## config.mk

```make
export PLATFORM = sky130hd
export DESIGN_NAME = normScaler
export DESIGN_NICKNAME = d
export VERILOG_FILES = /design/src/rtl/normPkg.sv /design/src/rtl/normLzc.sv /design/src/rtl/normShifter.sv /design/src/rtl/normCtrl.sv /design/src/rtl/normDatapath.sv /design/src/rtl/normScaler.sv
export SDC_FILE = /design/constraint.sdc
export NUM_CORES = 1
export LEC_CHECK = 0
export BUFFER_PORTS_ARGS = -buffer_cell sky130_fd_sc_hd__buf_2
export CAP_MARGIN = 20
export CORE_MARGIN = 1.5
export CORE_UTILIZATION = 62
export CTS_CLUSTER_SIZE = 16
export DETAILED_ROUTE_END_ITERATION = 8
export PLACE_DENSITY = 0.9
export SLEW_MARGIN = 20
export SYNTH_ARGS = -nofsm -noshare
export SYNTH_HDL_FRONTEND = slang
export SYNTH_HIERARCHICAL = 1
export SYNTH_SLANG_ARGS = --single-unit
```

## constraint.sdc

```tcl
create_clock -name clk -period 3.6 [get_ports clk]
set_input_delay 0.54 -clock clk [delete_from_list [all_inputs] [get_ports clk]]
set_output_delay 0.54 -clock clk [all_outputs]
set_load 0.02 [all_outputs]
```

## src/rtl/normPkg.sv

```systemverilog
package normPkg;
  // Load strobes sent from the control to the datapath
  typedef struct packed {
    logic loadStage1;   // capture operands and shared count
    logic loadStage2;   // capture shifted results
  } normStrobe_t;
endpackage

```

## src/rtl/normLzc.sv

```systemverilog
// Priority encoder: leading zeros of a vector, saturating at WIDTH
module normLzc #(
  parameter int WIDTH = 16,
  parameter int CNT_W = $clog2(WIDTH + 1)
) (
  input  logic [WIDTH-1:0] vec,
  output logic [CNT_W-1:0] count,
  output logic             allZero
);
  always_comb begin
    count = CNT_W'(WIDTH);
    // higher set bits override lower ones
    for (int i = 0; i < WIDTH; i++) begin
      if (vec[i]) count = CNT_W'(WIDTH - 1 - i);
    end
  end

  assign allZero = (vec == '0);
endmodule

```

## src/rtl/normShifter.sv

```systemverilog
// Logarithmic left shifter: one 2:1 multiplexer stage per count bit
module normShifter #(
  parameter int WIDTH = 16,
  parameter int CNT_W = $clog2(WIDTH + 1)
) (
  input  logic [WIDTH-1:0] dataIn,
  input  logic [CNT_W-1:0] amount,
  output logic [WIDTH-1:0] dataOut
);
  logic [WIDTH-1:0] stage [0:CNT_W];

  assign stage[0] = dataIn;

  for (genvar j = 0; j < CNT_W; j++) begin : g_stage
    localparam int STEP = 1 << j;
    assign stage[j+1] = amount[j] ? (stage[j] << STEP) : stage[j];
  end

  assign dataOut = stage[CNT_W];
endmodule

```

## src/rtl/normCtrl.sv

```systemverilog
// Valid pipeline; drives the datapath load strobes
module normCtrl (
  input  logic                clk,
  input  logic                rstN,
  input  logic                inValid,
  output normPkg::normStrobe_t strobe,
  output logic                outValid
);
  logic stage1Valid;

  always_ff @(posedge clk or negedge rstN) begin
    if (!rstN) begin
      stage1Valid <= 1'b0;
      outValid    <= 1'b0;
    end else begin
      stage1Valid <= inValid;
      outValid    <= stage1Valid;
    end
  end

  always_comb begin
    strobe.loadStage1 = inValid;
    strobe.loadStage2 = stage1Valid;
  end
endmodule

```

## src/rtl/normDatapath.sv

```systemverilog
// Count stage, pipeline register, shift stage, result register
module normDatapath #(
  parameter int WIDTH = 16,
  parameter int CNT_W = $clog2(WIDTH + 1)
) (
  input  logic                 clk,
  input  logic                 rstN,
  input  normPkg::normStrobe_t strobe,
  input  logic [WIDTH-1:0]     inX,
  input  logic [WIDTH-1:0]     inY,
  output logic [WIDTH-1:0]     outX,
  output logic [WIDTH-1:0]     outY,
  output logic [CNT_W-1:0]     outShift,
  output logic                 outZero
);
  logic [WIDTH-1:0] orVec;
  logic [CNT_W-1:0] lzCount;
  logic             lzZero;
  logic [WIDTH-1:0] s1X, s1Y;
  logic [CNT_W-1:0] s1Shift;
  logic             s1Zero;
  logic [WIDTH-1:0] shX, shY;

  assign orVec = inX | inY;

  normLzc #(.WIDTH(WIDTH), .CNT_W(CNT_W)) uLzc (
    .vec(orVec), .count(lzCount), .allZero(lzZero)
  );

  always_ff @(posedge clk or negedge rstN) begin
    if (!rstN) begin
      s1X     <= '0;
      s1Y     <= '0;
      s1Shift <= '0;
      s1Zero  <= 1'b0;
    end else if (strobe.loadStage1) begin
      s1X     <= inX;
      s1Y     <= inY;
      s1Shift <= lzCount;
      s1Zero  <= lzZero;
    end
  end

  normShifter #(.WIDTH(WIDTH), .CNT_W(CNT_W)) uShiftX (
    .dataIn(s1X), .amount(s1Shift), .dataOut(shX)
  );
  normShifter #(.WIDTH(WIDTH), .CNT_W(CNT_W)) uShiftY (
    .dataIn(s1Y), .amount(s1Shift), .dataOut(shY)
  );

  always_ff @(posedge clk or negedge rstN) begin
    if (!rstN) begin
      outX     <= '0;
      outY     <= '0;
      outShift <= '0;
      outZero  <= 1'b0;
    end else if (strobe.loadStage2) begin
      outX     <= shX;
      outY     <= shY;
      outShift <= s1Shift;
      outZero  <= s1Zero;
    end
  end
endmodule

```

## src/rtl/normScaler.sv

```systemverilog
module normScaler #(
  parameter int WIDTH = 16,
  localparam int CNT_W = $clog2(WIDTH + 1)
) (
  input  logic             clk,
  input  logic             rstN,
  input  logic             inValid,
  input  logic [WIDTH-1:0] inX,
  input  logic [WIDTH-1:0] inY,
  output logic             outValid,
  output logic [WIDTH-1:0] outX,
  output logic [WIDTH-1:0] outY,
  output logic [CNT_W-1:0] outShift,
  output logic             outZero
);
  normPkg::normStrobe_t strobe;

  normCtrl uCtrl (
    .clk(clk), .rstN(rstN), .inValid(inValid),
    .strobe(strobe), .outValid(outValid)
  );

  normDatapath #(.WIDTH(WIDTH), .CNT_W(CNT_W)) uData (
    .clk(clk), .rstN(rstN), .strobe(strobe),
    .inX(inX), .inY(inY),
    .outX(outX), .outY(outY), .outShift(outShift), .outZero(outZero)
  );
endmodule

```

==> reports/qor.yml, run 1 <==
synth_area_leaders: "dfrtp_1, mux2_4, mux2_2"
antenna_cells: 0
period_needed_ps: 2293
dieHeight_um: 91.30
yosysMostFrequentCell: "dfrtp_1"
synth_area_leader_cell: "dfrtp_1"
coreArea_um2: 7647
cts_htree_levels: 3
synth_area_per_cell_um2: 13.17
cts_resized: 0
viasPerCell: 6.338
rows: 32
finalCritPeriodShare_pct: 63.69
synth_common_cells: "dfrtp_1, mux2_2, mux2_4"
grt_pass1_vias: 3290
cts.path.max_buffers: 2
drv_cap: 0
grt_max_degree: 79
postCtsSetupBuffers: 0
status: "finished, final reports clean"
max_clock_freq_ghz: 0.4361
synth_top_area_share_pct: 40.38
clock_latency_ps: 350
synth_nets: 402
synthCells: 367
ir_drop_mv: 0.3003
dr.pass1.iters: 5
antenna_found_initial: 0
yosysSeqAreaShare_pct: 40.38
final.setup.tns_ps: 0
syn2layout_area_growth_pct: 11.57
cts-buffers-inserted: 9
grt_overflow: 0
remaining_drc_errors: 0
drt-total-wl_um: 10570
slew_violations: 0
ys_ff_latch: 78
vias: 3410
async_flop_share_pct: 100.0
arrival_ps: 2520
synth_flop_cell: "dfrtp_1"
crit_path_end_kind: "flip-flop"
drtAntennaViolNets: 0
grt_pass1_wl_um: 17260
synthesis.area_um2: 4833
slew_headroom_pct: 28.95
routedWlPerCell_um: 19.65
rsz0062_at_grt: "false"
worstPathMaxFanout: 19
crit_type: "flip-flop to flip-flop"
setup_viol: 0
final_cells: 538
clk_pin_slew_ps: 80
cts_tree: "yes"
synth_cell_type_count: 36
fin_nets: 466
place_inst: 522
hold_buffers: 0
power_mw: 2.489
finClkSkew_ps: 10.55
leakagePower_nw: 2.392
hold_path_class: "input port to asynchronous set/reset pin"
hold_viol_final: 0
synth_edf_count: 0
cts.sinks: 78
drive_above_1_share_pct: 50.92
tightest_slew_ps: 1066
grt_usage_pct: 26.57
start_kind: "flip-flop"
die-area_um2: 8335
drt_iter0_drc: 322
crit_required_ps: 3830
power_density_nw_per_um2: 461.5
initial_utilization_pct: 63.20
fp.dieW_um: 91.30
yosys_warnings: 6
gp_congestion: 0.8943
dp_hpwl_um: 7682
ios: 74
portBuffers: 73
root_buffer: "clkbuf_8"
## path summary, 6_finish.rpt
path	startpoint	to	slack (ps)	cells after the start
worst max register to register	uData/s1Shift[0]$_DFFE_PN0P_	uData/outY[12]$_DFFE_PN0P_	1310	5
min in group clk	inX[7]	uData/s1X[7]$_DFFE_PN0P_	430	2
max in group asynchronous	rstN	uCtrl/stage1Valid$_DFF_PN0_	2580	1
worst max-delay path	uData/s1Shift[0]$_DFFE_PN0P_	uData/outY[12]$_DFFE_PN0P_	1310	5
worst min register to register	uData/outY[0]$_DFFE_PN0P_	uData/outY[0]$_DFFE_PN0P_	510	1
worst min-delay path	rstN	uData/outX[7]$_DFFE_PN0P_	340	1
## layer usage
metal | wire length [um] | share of wire, % | track usage, % | vias to the layer above
met5 | 0 | 0 | 0 | -
met3 | 641 | 6.1 | 3.266 | 17
met1 | 4621 | 44 | 38.87 | 1710
met2 | 5133 | 49 | 41.04 | 169
li1 | - | - | - | 1514
met4 | 178 | 1.7 | 9.375 | 0
## layout by cell type (no fill, tap or decap), drive strengths merged, types with 2 or more instances in the layout
cell type / n
a211oi: 2
a21oi: 7
a22oi: 8
a32oi: 2
and2: 2
buf: 77
bufinv: 2
clkbuf: 13
dfrtp: 78
inv: 5
mux2: 90
mux2i: 16
mux4: 24
nand2: 15
nand2b: 11
nand3: 3
nor2: 19
nor2b: 5
nor3: 11
nor3b: 4
nor4: 3
o21ai: 8
o221ai: 8
or2: 16
or3: 2
## final cells by class
| type | count | area [um2] |
|---|---|---|
| Tap cell | 102 | 127.6 |
| Multi-Input combinational cell | 260 | 2678 |
| Sequential cell | 78 | 1954 |
| Clock inverter | 3 | 67.56 |
| Clock buffer | 13 | 148.9 |
| Inverter | 5 | 18.77 |
| Fill cell | 539 | 2255 |
| Timing Repair Buffer | 77 | 397.9 |
## state kept, by name, indices dropped and copies added (netlist names)
signal	flops
uData/outX	16
uData/outY	16
uData/outShift	5
uCtrl/outValid	1
uData/s1Zero	1
uData/s1Shift	5
uData/s1X	16
uCtrl/stage1Valid	1
uData/s1Y	16
uData/outZero	1
## report_power, final
| group | total [mW] | switching (mW) | internal [mW] |
|---|---|---|---|
| Clock | 0.716 | 0.305 | 0.411 |
| Combinational | 0.660 | 0.315 | 0.345 |
| Sequential | 1.11 | 0.121 | 0.992 |
## worst max-delay path, cell delays in order (launching register included)
cell      delay, ps
dfrtp_2         680
buf_4           310
mux4_2          530
mux2i_1         210
o221ai_1        160
mux2_4          270
## kinds of logic (layout without fill, tap and decap cells)
family	after synthesis	after routing	synth area share, %
flip-flops	78	78	40.38
AO/OA/AOI/OAI	39	39	5.540
AND/OR/NAND/NOR	91	91	10.82
multiplexers	130	130	39.04
buffers and inverters	29	98	4.220
## stage by stage
step           worst slack (ps)  area [um2]  utilization (%)  hold slack (ps)
2_1_floorplan              1768        4833                -            244.4
3_3_place_gp               1397        5176            67.69            484.8
3_5_place_dp               1311        5176            67.69            491.2
4_1_cts                    1297        5393            70.52            370.8
5_1_grt                    1151        5393            70.52            424.6
6_report                   1307        5393            70.52            339.2
(Power assumes the default switching activity.)
==> run 2: changes to the inputs <==
--- a/config.mk
+++ b/config.mk
@@ -5,13 +5,14 @@
 export SDC_FILE = /design/constraint.sdc
 export NUM_CORES = 1
 export LEC_CHECK = 0
+export ABC_AREA = 1
 export BUFFER_PORTS_ARGS = -buffer_cell sky130_fd_sc_hd__buf_2
 export CAP_MARGIN = 20
 export CORE_MARGIN = 1.5
-export CORE_UTILIZATION = 62
+export CORE_UTILIZATION = 57
 export CTS_CLUSTER_SIZE = 16
 export DETAILED_ROUTE_END_ITERATION = 8
-export PLACE_DENSITY = 0.9
+export PLACE_DENSITY = 0.84
 export SLEW_MARGIN = 20
 export SYNTH_ARGS = -nofsm -noshare
 export SYNTH_HDL_FRONTEND = slang
==> constraint.sdc (replaced) <==
create_clock -name clk -period 2.2 [get_ports clk]
set_input_delay 0.33 -clock clk [delete_from_list [all_inputs] [get_ports clk]]
set_output_delay 0.33 -clock clk [all_outputs]
set_load 0.02 [all_outputs]
==> reports/qor.yml, run 2 <==
status: "finished, final reports clean"  # unchanged
synth_area_per_cell_um2: 6.706  # was 13.17 um2
start_kind: "flip-flop"  # unchanged
synth_area_leader_cell: "dfrtp_1"  # unchanged
synth_cell_type_count: 23  # was 36
dr.pass1.iters: 6  # was 5
drt-total-wl_um: 11520  # was 10570 um
initial_utilization_pct: 59.70  # was 63.20%
ys_ff_latch: 78  # unchanged
synthesis.area_um2: 4661  # was 4833 um2
viasPerCell: 5.302  # was 6.338
finClkSkew_ps: 6.173  # was 10.55 ps
cts.path.max_buffers: 2  # unchanged
cts_htree_levels: 3  # unchanged
synth_edf_count: 0  # unchanged
stdcell_area_um2: 5162  # was 5393 um2
worst_path_most_repeated_cell: "nand2_1"
cpPeakStageDelay_ps: 400  # was 680 ps
fillers: 718  # was 539
setup_viol: 0  # unchanged
portBuffers: 73  # unchanged
power_mw: 3.630  # was 2.489 mW
drtAntennaViolNets: 0  # unchanged
grt_pass1_wl_um: 19500  # was 17260 um
finalCritPeriodShare_pct: 78.46  # was 63.69%
grt_pass1_vias: 4160  # was 3290
grt_usage_pct: 28.39  # was 26.57%
async_flop_share_pct: 100.0  # unchanged
reg2reg_slack_ps: 470  # was 1310 ps
antenna_cells: 0  # unchanged
place_inst: 846  # was 522
final.setup.tns_ps: 0  # unchanged
ff2ff_path_depth: 8  # was 5
root_buffer: "clkbuf_8"  # unchanged
cts_tree: "yes"  # unchanged
period_needed_ps: 1726  # was 2293 ps
tightest_slew_ps: 584.4  # was 1066 ps
gp_congestion: 0.9251  # was 0.8943
min_path_cells: 3
mostFrequentLayoutCell: "nand2_1"  # was dfrtp_1
crit_path_end_kind: "flip-flop"  # unchanged
drive_above_1_share_pct: 16.29  # was 50.92%
synth_area_leaders: "dfrtp_1, nand2_1, nand3_1"  # was dfrtp_1, mux2_4, mux2_2
post-place-ws_ps: 417.1  # was 1311 ps
cts-buffers-inserted: 9  # unchanged
final_cell_mix: "nand2_1, nand3_1, dfrtp_1"  # was dfrtp_1, buf_2, mux2_2
hold_path_class: "input port to flip-flop"  # was input port to asynchronous set/reset pin
die-area_um2: 8728  # was 8335 um2
rows: 32  # unchanged
critical_path.top_delay_family: "buffers and inverters"  # was multiplexers
yosysSeqAreaShare_pct: 41.88  # was 40.38%
syn2layout_area_growth_pct: 10.77  # was 11.57%
synth_common_cells: "nand2_1, nand3_1, dfrtp_1"  # was dfrtp_1, mux2_2, mux2_4
ios: 74  # unchanged
antenna_found_initial: 0  # unchanged
crit_type: "flip-flop to flip-flop"  # unchanged
rsz0062_at_grt: "false"  # unchanged
synth_top_area_share_pct: 41.88  # was 40.38%
fp.dieW_um: 93.43  # was 91.30 um
arrival_ps: 1960  # was 2520 ps
hold_viol_final: 0  # unchanged
worstPathCellList: "buf_4 > clkinv_1 > nand3_1 > nand2_1 > nand2_1 > nand2_1 > nand2_1 > nand2_1"  # was buf_4 > mux4_2 > mux2i_1 > o221ai_1 > mux2_4
dp_hpwl_um: 8428  # was 7682 um
coreArea_um2: 7807  # was 7647 um2
remaining_drc_errors: 0  # unchanged
slew_headroom_pct: 60.68  # was 28.95%
clk_pin_slew_ps: 80  # about the same
cts.sinks: 78  # unchanged
utilization_pct: 66.12  # was 70.52%
synth_flop_cell: "dfrtp_1"  # unchanged
clock_latency_ps: 350  # about the same
routedWlPerCell_um: 13.35  # was 19.65 um
grt_overflow: 0  # unchanged
drv_cap: 0  # unchanged
holdCritStartpoint: "inX[7]"
setup_ws_ps: 473.8  # was 1307 ps
fin_nets: 791  # was 466
drt_iter0_drc: 477  # was 322
whs_ps: 200.0  # was 339.2 ps
slowest_stage: "clkinv_1"  # was dfrtp_2
grt_max_degree: 40  # was 79
path_buf_inv: 2  # was 1
yosys_warnings: 6  # unchanged
dieHeight_um: 93.43  # was 91.30 um
placed_area_um2: 4951  # was 5176 um2
vias: 4576  # was 3410
slew_violations: 0  # unchanged
final_cells: 863  # was 538
power_density_nw_per_um2: 703.1  # was 461.5 nW/um2
synth_nets: 730  # was 402
worstPathMaxFanout: 17  # was 19
max_clock_freq_ghz: 0.5793  # was 0.4361 GHz
synthCells: 695  # was 367
rr_startpoint: "uData/s1Shift[2]$_DFFE_PN0P_"  # was uData/s1Shift[0]$_DFFE_PN0P_
crit_required_ps: 2430  # was 3830 ps
yosysMostFrequentCell: "nand2_1"  # was dfrtp_1
leakagePower_nw: 3.040  # was 2.392 nW
ir_drop_mv: 0.4102  # was 0.3003 mV
r2r_end: "uData/outY[15]$_DFFE_PN0P_"  # was uData/outY[12]$_DFFE_PN0P_
holdPathEnd: "uData/s1X[7]$_DFFE_PN0P_"
[run 2: worst max path at each step]
stage / to / slack [ps] / cells past startpoint / from
6_report: uData/outY[15]$_DFFE_PN0P_ / 470 / 8 / uData/s1Shift[2]$_DFFE_PN0P_
5_1_grt: uData/outY[15]$_DFFE_PN0P_ / 330 / 8 / uData/s1Shift[2]$_DFFE_PN0P_
4_1_cts: uData/outY[15]$_DFFE_PN0P_ / 510 / 8 / uData/s1Shift[2]$_DFFE_PN0P_
3_5_place_dp: uData/s1Shift[3]$_DFFE_PN0P_ / 420 / 7 / inY[8]
3_3_place_gp: uData/s1Shift[3]$_DFFE_PN0P_ / 440 / 7 / inY[8]
2_1_floorplan: uData/s1Shift[0]$_DFFE_PN0P_ / 720 / 18 / inY[1]
[run 2: cells by family after synthesis]
family	after synthesis	synth area share, %
AND/OR/NAND/NOR	548	48.40
buffers and inverters	62	8.752
flip-flops	78	41.88
AO/OA/AOI/OAI	7	0.9666
[run 2: power by group]
part | leakage (nW) | switching [mW] | internal [mW]
Combinational | 1.96 | 0.572 | 0.286
Sequential | 0.981 | 0.0993 | 1.58
Clock | 0.0996 | 0.507 | 0.586
Total | 3.04 | 1.18 | 2.45
[run 2: what timing repair did]
item	CTS	global route
setup buffers	0	0
resized for setup	0	0
endpoints found under the hold margin	24	0
hold buffers	1	0
[run 2: tightest hold or removal path, cell delays in order]
cell and delay, ps:
buf_2 90, nand2_1 50, nand2_1 50
[run 2: area by class of cell]
class                           count  area [um2]  share of cell area [%]
Timing Repair Buffer               84       465.4                   9.016
Tap cell                          102       127.6                   2.472
Clock buffer                       13       158.9                   3.078
Sequential cell                    78        1952                   37.81
Clock inverter                      3       42.54                  0.8240
Inverter                           28       115.1                   2.230
Multi-Input combinational cell    555        2301                   44.57
[run 2: layer usage]
| metal | track usage, % | up-vias | wire length (um) |
|---|---|---|---|
| met5 | 0 | - | 0 |
| met4 | 9.848 | 0 | 155 |
| met3 | 3.415 | 14 | 787 |
| met2 | 42.15 | 184 | 5064 |
| met1 | 42.63 | 2084 | 5510 |
| li1 | - | 2294 | - |
==> run 3: changes to the inputs <==
--- a/config.mk
+++ b/config.mk
@@ -5,14 +5,14 @@
 export SDC_FILE = /design/constraint.sdc
 export NUM_CORES = 1
 export LEC_CHECK = 0
-export ABC_AREA = 1
+export ABC_AREA = 0
 export BUFFER_PORTS_ARGS = -buffer_cell sky130_fd_sc_hd__buf_2
 export CAP_MARGIN = 20
 export CORE_MARGIN = 1.5
-export CORE_UTILIZATION = 57
+export CORE_UTILIZATION = 58
 export CTS_CLUSTER_SIZE = 16
 export DETAILED_ROUTE_END_ITERATION = 8
-export PLACE_DENSITY = 0.84
+export PLACE_DENSITY = 0.85
 export SLEW_MARGIN = 20
 export SYNTH_ARGS = -nofsm -noshare
 export SYNTH_HDL_FRONTEND = slang
==> constraint.sdc (replaced) <==
create_clock -name clk -period 1.8 [get_ports clk]
set_input_delay 0.27 -clock clk [delete_from_list [all_inputs] [get_ports clk]]
set_output_delay 0.27 -clock clk [all_outputs]
set_load 0.02 [all_outputs]
==> reports/qor.yml, run 3 (synthesis gave the netlist of run 1 again) <==
cts_htree_levels: 3  # unchanged
whs_ps: 159.2  # was 200.0 ps
drt-total-wl_um: 12260  # was 11520 um
setup_viol: 2  # was 0
gp_congestion: 0.8876  # was 0.9251
final_cell_mix: "dfrtp_1, buf_2, mux2_2"  # was nand2_1, nand3_1, dfrtp_1
critical_path.top_delay_family: "multiplexers"  # was buffers and inverters
die-area_um2: 8890  # was 8728 um2
rows: 33  # was 32
routedWlPerCell_um: 21.00  # was 13.35 um
ios: 74  # unchanged
grt_max_degree: 40  # unchanged
power_density_nw_per_um2: 886.7  # was 703.1 nW/um2
remaining_drc_errors: 0  # unchanged
antenna_cells: 0  # unchanged
tightest_slew_ps: 704.3  # was 584.4 ps
grt_pass1_wl_um: 19310  # was 19500 um
root_buffer: "clkbuf_8"  # unchanged
fp.dieW_um: 94.29  # was 93.43 um
dp_hpwl_um: 8731  # was 8428 um
clk_pin_slew_ps: 80  # about the same
mostFrequentLayoutCell: "dfrtp_1"  # was nand2_1
fin_nets: 509  # was 791
drv_cap: 0  # unchanged
worstPathCellList: "buf_12 > buf_4 > mux4_2 > a22oi_2 > o21ai_1 > mux2_2"  # was buf_4 > clkinv_1 > nand3_1 > nand2_1 > nand2_1 > nand2_1 > nand2_1 > nand2_1
start_kind: "flip-flop"  # unchanged
clock_latency_ps: 350  # about the same
fillers: 539  # was 718
dieHeight_um: 94.29  # was 93.43 um
dr.pass1.iters: 5  # was 6
leakagePower_nw: 2.684  # was 3.040 nW
finClkSkew_ps: 11.66  # was 6.173 ps
cpPeakStageDelay_ps: 530  # was 400 ps
rsz0062_at_grt: "true"  # was false
post-place-ws_ps: -97.64  # was 417.1 ps
ir_drop_mv: 0.5327  # was 0.4102 mV
drt_iter0_drc: 228  # was 477
antenna_found_initial: 0  # unchanged
grt_pass1_vias: 3575  # was 4160
viasPerCell: 6.231  # was 5.302
slew_violations: 0  # unchanged
violations: "setup timing"
crit_type: "flip-flop to flip-flop"  # unchanged
final.setup.tns_ps: -72.69  # was 0 ps
cts_tree: "yes"  # unchanged
drive_above_1_share_pct: 62.63  # was 16.29%
initial_utilization_pct: 59.42  # was 59.70%
crit_path_end_kind: "flip-flop"  # unchanged
period_needed_ps: 1846  # was 1726 ps
hold_path_class: "input port to flip-flop"  # unchanged
cts.sinks: 78  # unchanged
hold_viol_final: 0  # unchanged
setup_ws_ps: -46.47  # was 473.8 ps
coreArea_um2: 8134  # was 7807 um2
syn2layout_area_growth_pct: 24.18  # was 10.77%
portBuffers: 73  # unchanged
drtAntennaViolNets: 0  # unchanged
slew_headroom_pct: 52.69  # was 60.68%
vias: 3639  # was 4576
status: "complete, but fails checks"  # was finished, final reports clean
path_buf_inv: 2  # unchanged
stdcell_area_um2: 6002  # was 5162 um2
arrival_ps: 2080  # was 1960 ps
grt_usage_pct: 29.09  # was 28.39%
cts-buffers-inserted: 9  # unchanged
cts.path.max_buffers: 2  # unchanged
finalCritPeriodShare_pct: 102.6  # was 78.46%
worstPathMaxFanout: 8  # was 17
placed_area_um2: 5489  # was 4951 um2
grt_overflow: 0  # unchanged
slowest_stage: "mux4_2"  # was clkinv_1
power_mw: 5.322  # was 3.630 mW
max_clock_freq_ghz: 0.5416  # was 0.5793 GHz
crit_required_ps: 2030  # was 2430 ps
## run 3: path summary, 6_finish.rpt
kind | start | end | slack [ps] | cells past startpoint
hold reg to reg | uData/outY[1]$_DFFE_PN0P_ | uData/outY[1]$_DFFE_PN0P_ | 510 | 1
setup reg to reg | uData/s1Shift[0]$_DFFE_PN0P_ | uData/outX[15]$_DFFE_PN0P_ | -50 | 6
hold / removal | inX[7] | uData/s1X[7]$_DFFE_PN0P_ | 160 | 2
min in group asynchronous | rstN | uData/outX[7]$_DFFE_PN0P_ | 370 | 2
setup / recovery | uData/s1Shift[0]$_DFFE_PN0P_ | uData/outX[15]$_DFFE_PN0P_ | -50 | 6
max in group asynchronous | rstN | uData/outY[3]$_DFFE_PN0P_ | 890 | 3
## run 3: through the flow
stage | util [%] | instances
floorplan | - | 367
global placement | 67.48 | 556
detailed placement | 67.48 | 556
CTS | 71.99 | 582
global route | 73.79 | 584
finish | 73.79 | 584
## run 3: final cells by class
type / count / area [um2] / share of cell area (%)
clock inverter: 3 / 65.06 / 1.084
sequential: 78 / 1958 / 32.62
multi-input combinational: 260 / 2833 / 47.20
tap: 105 / 131.4 / 2.189
inverter: 5 / 18.77 / 0.3127
clock buffer: 13 / 168.9 / 2.814
timing repair buffer: 120 / 827.0 / 13.78
## run 3: power by group
part / switching [mW] / total (mW) / internal [mW]
Combinational: 0.765 / 1.60 / 0.833
Clock: 0.637 / 1.53 / 0.894
Sequential: 0.208 / 2.19 / 1.98
Total: 1.61 / 5.32 / 3.71
## run 3: routing by layer
layer  vias to the layer above  GRT usage (%)  routed length [um]
met5                         -              0                   0
met4                         0          9.204                 256
met3                        21          3.883                 774
met2                       176          46.52                6136
met1                      1845          41.15                5097
li1                       1597              -                   -
## run 3: repair_timing
| item | CTS | global route |
|---|---|---|
| pin swaps | 4 | 6 |
| resized for setup | 8 | 36 |
| endpoints found under the hold margin | 24 | 0 |
| hold buffers | 1 | 0 |
| buffers inserted | 9 | 2 |
| setup endpoints to repair | 20 | 19 |
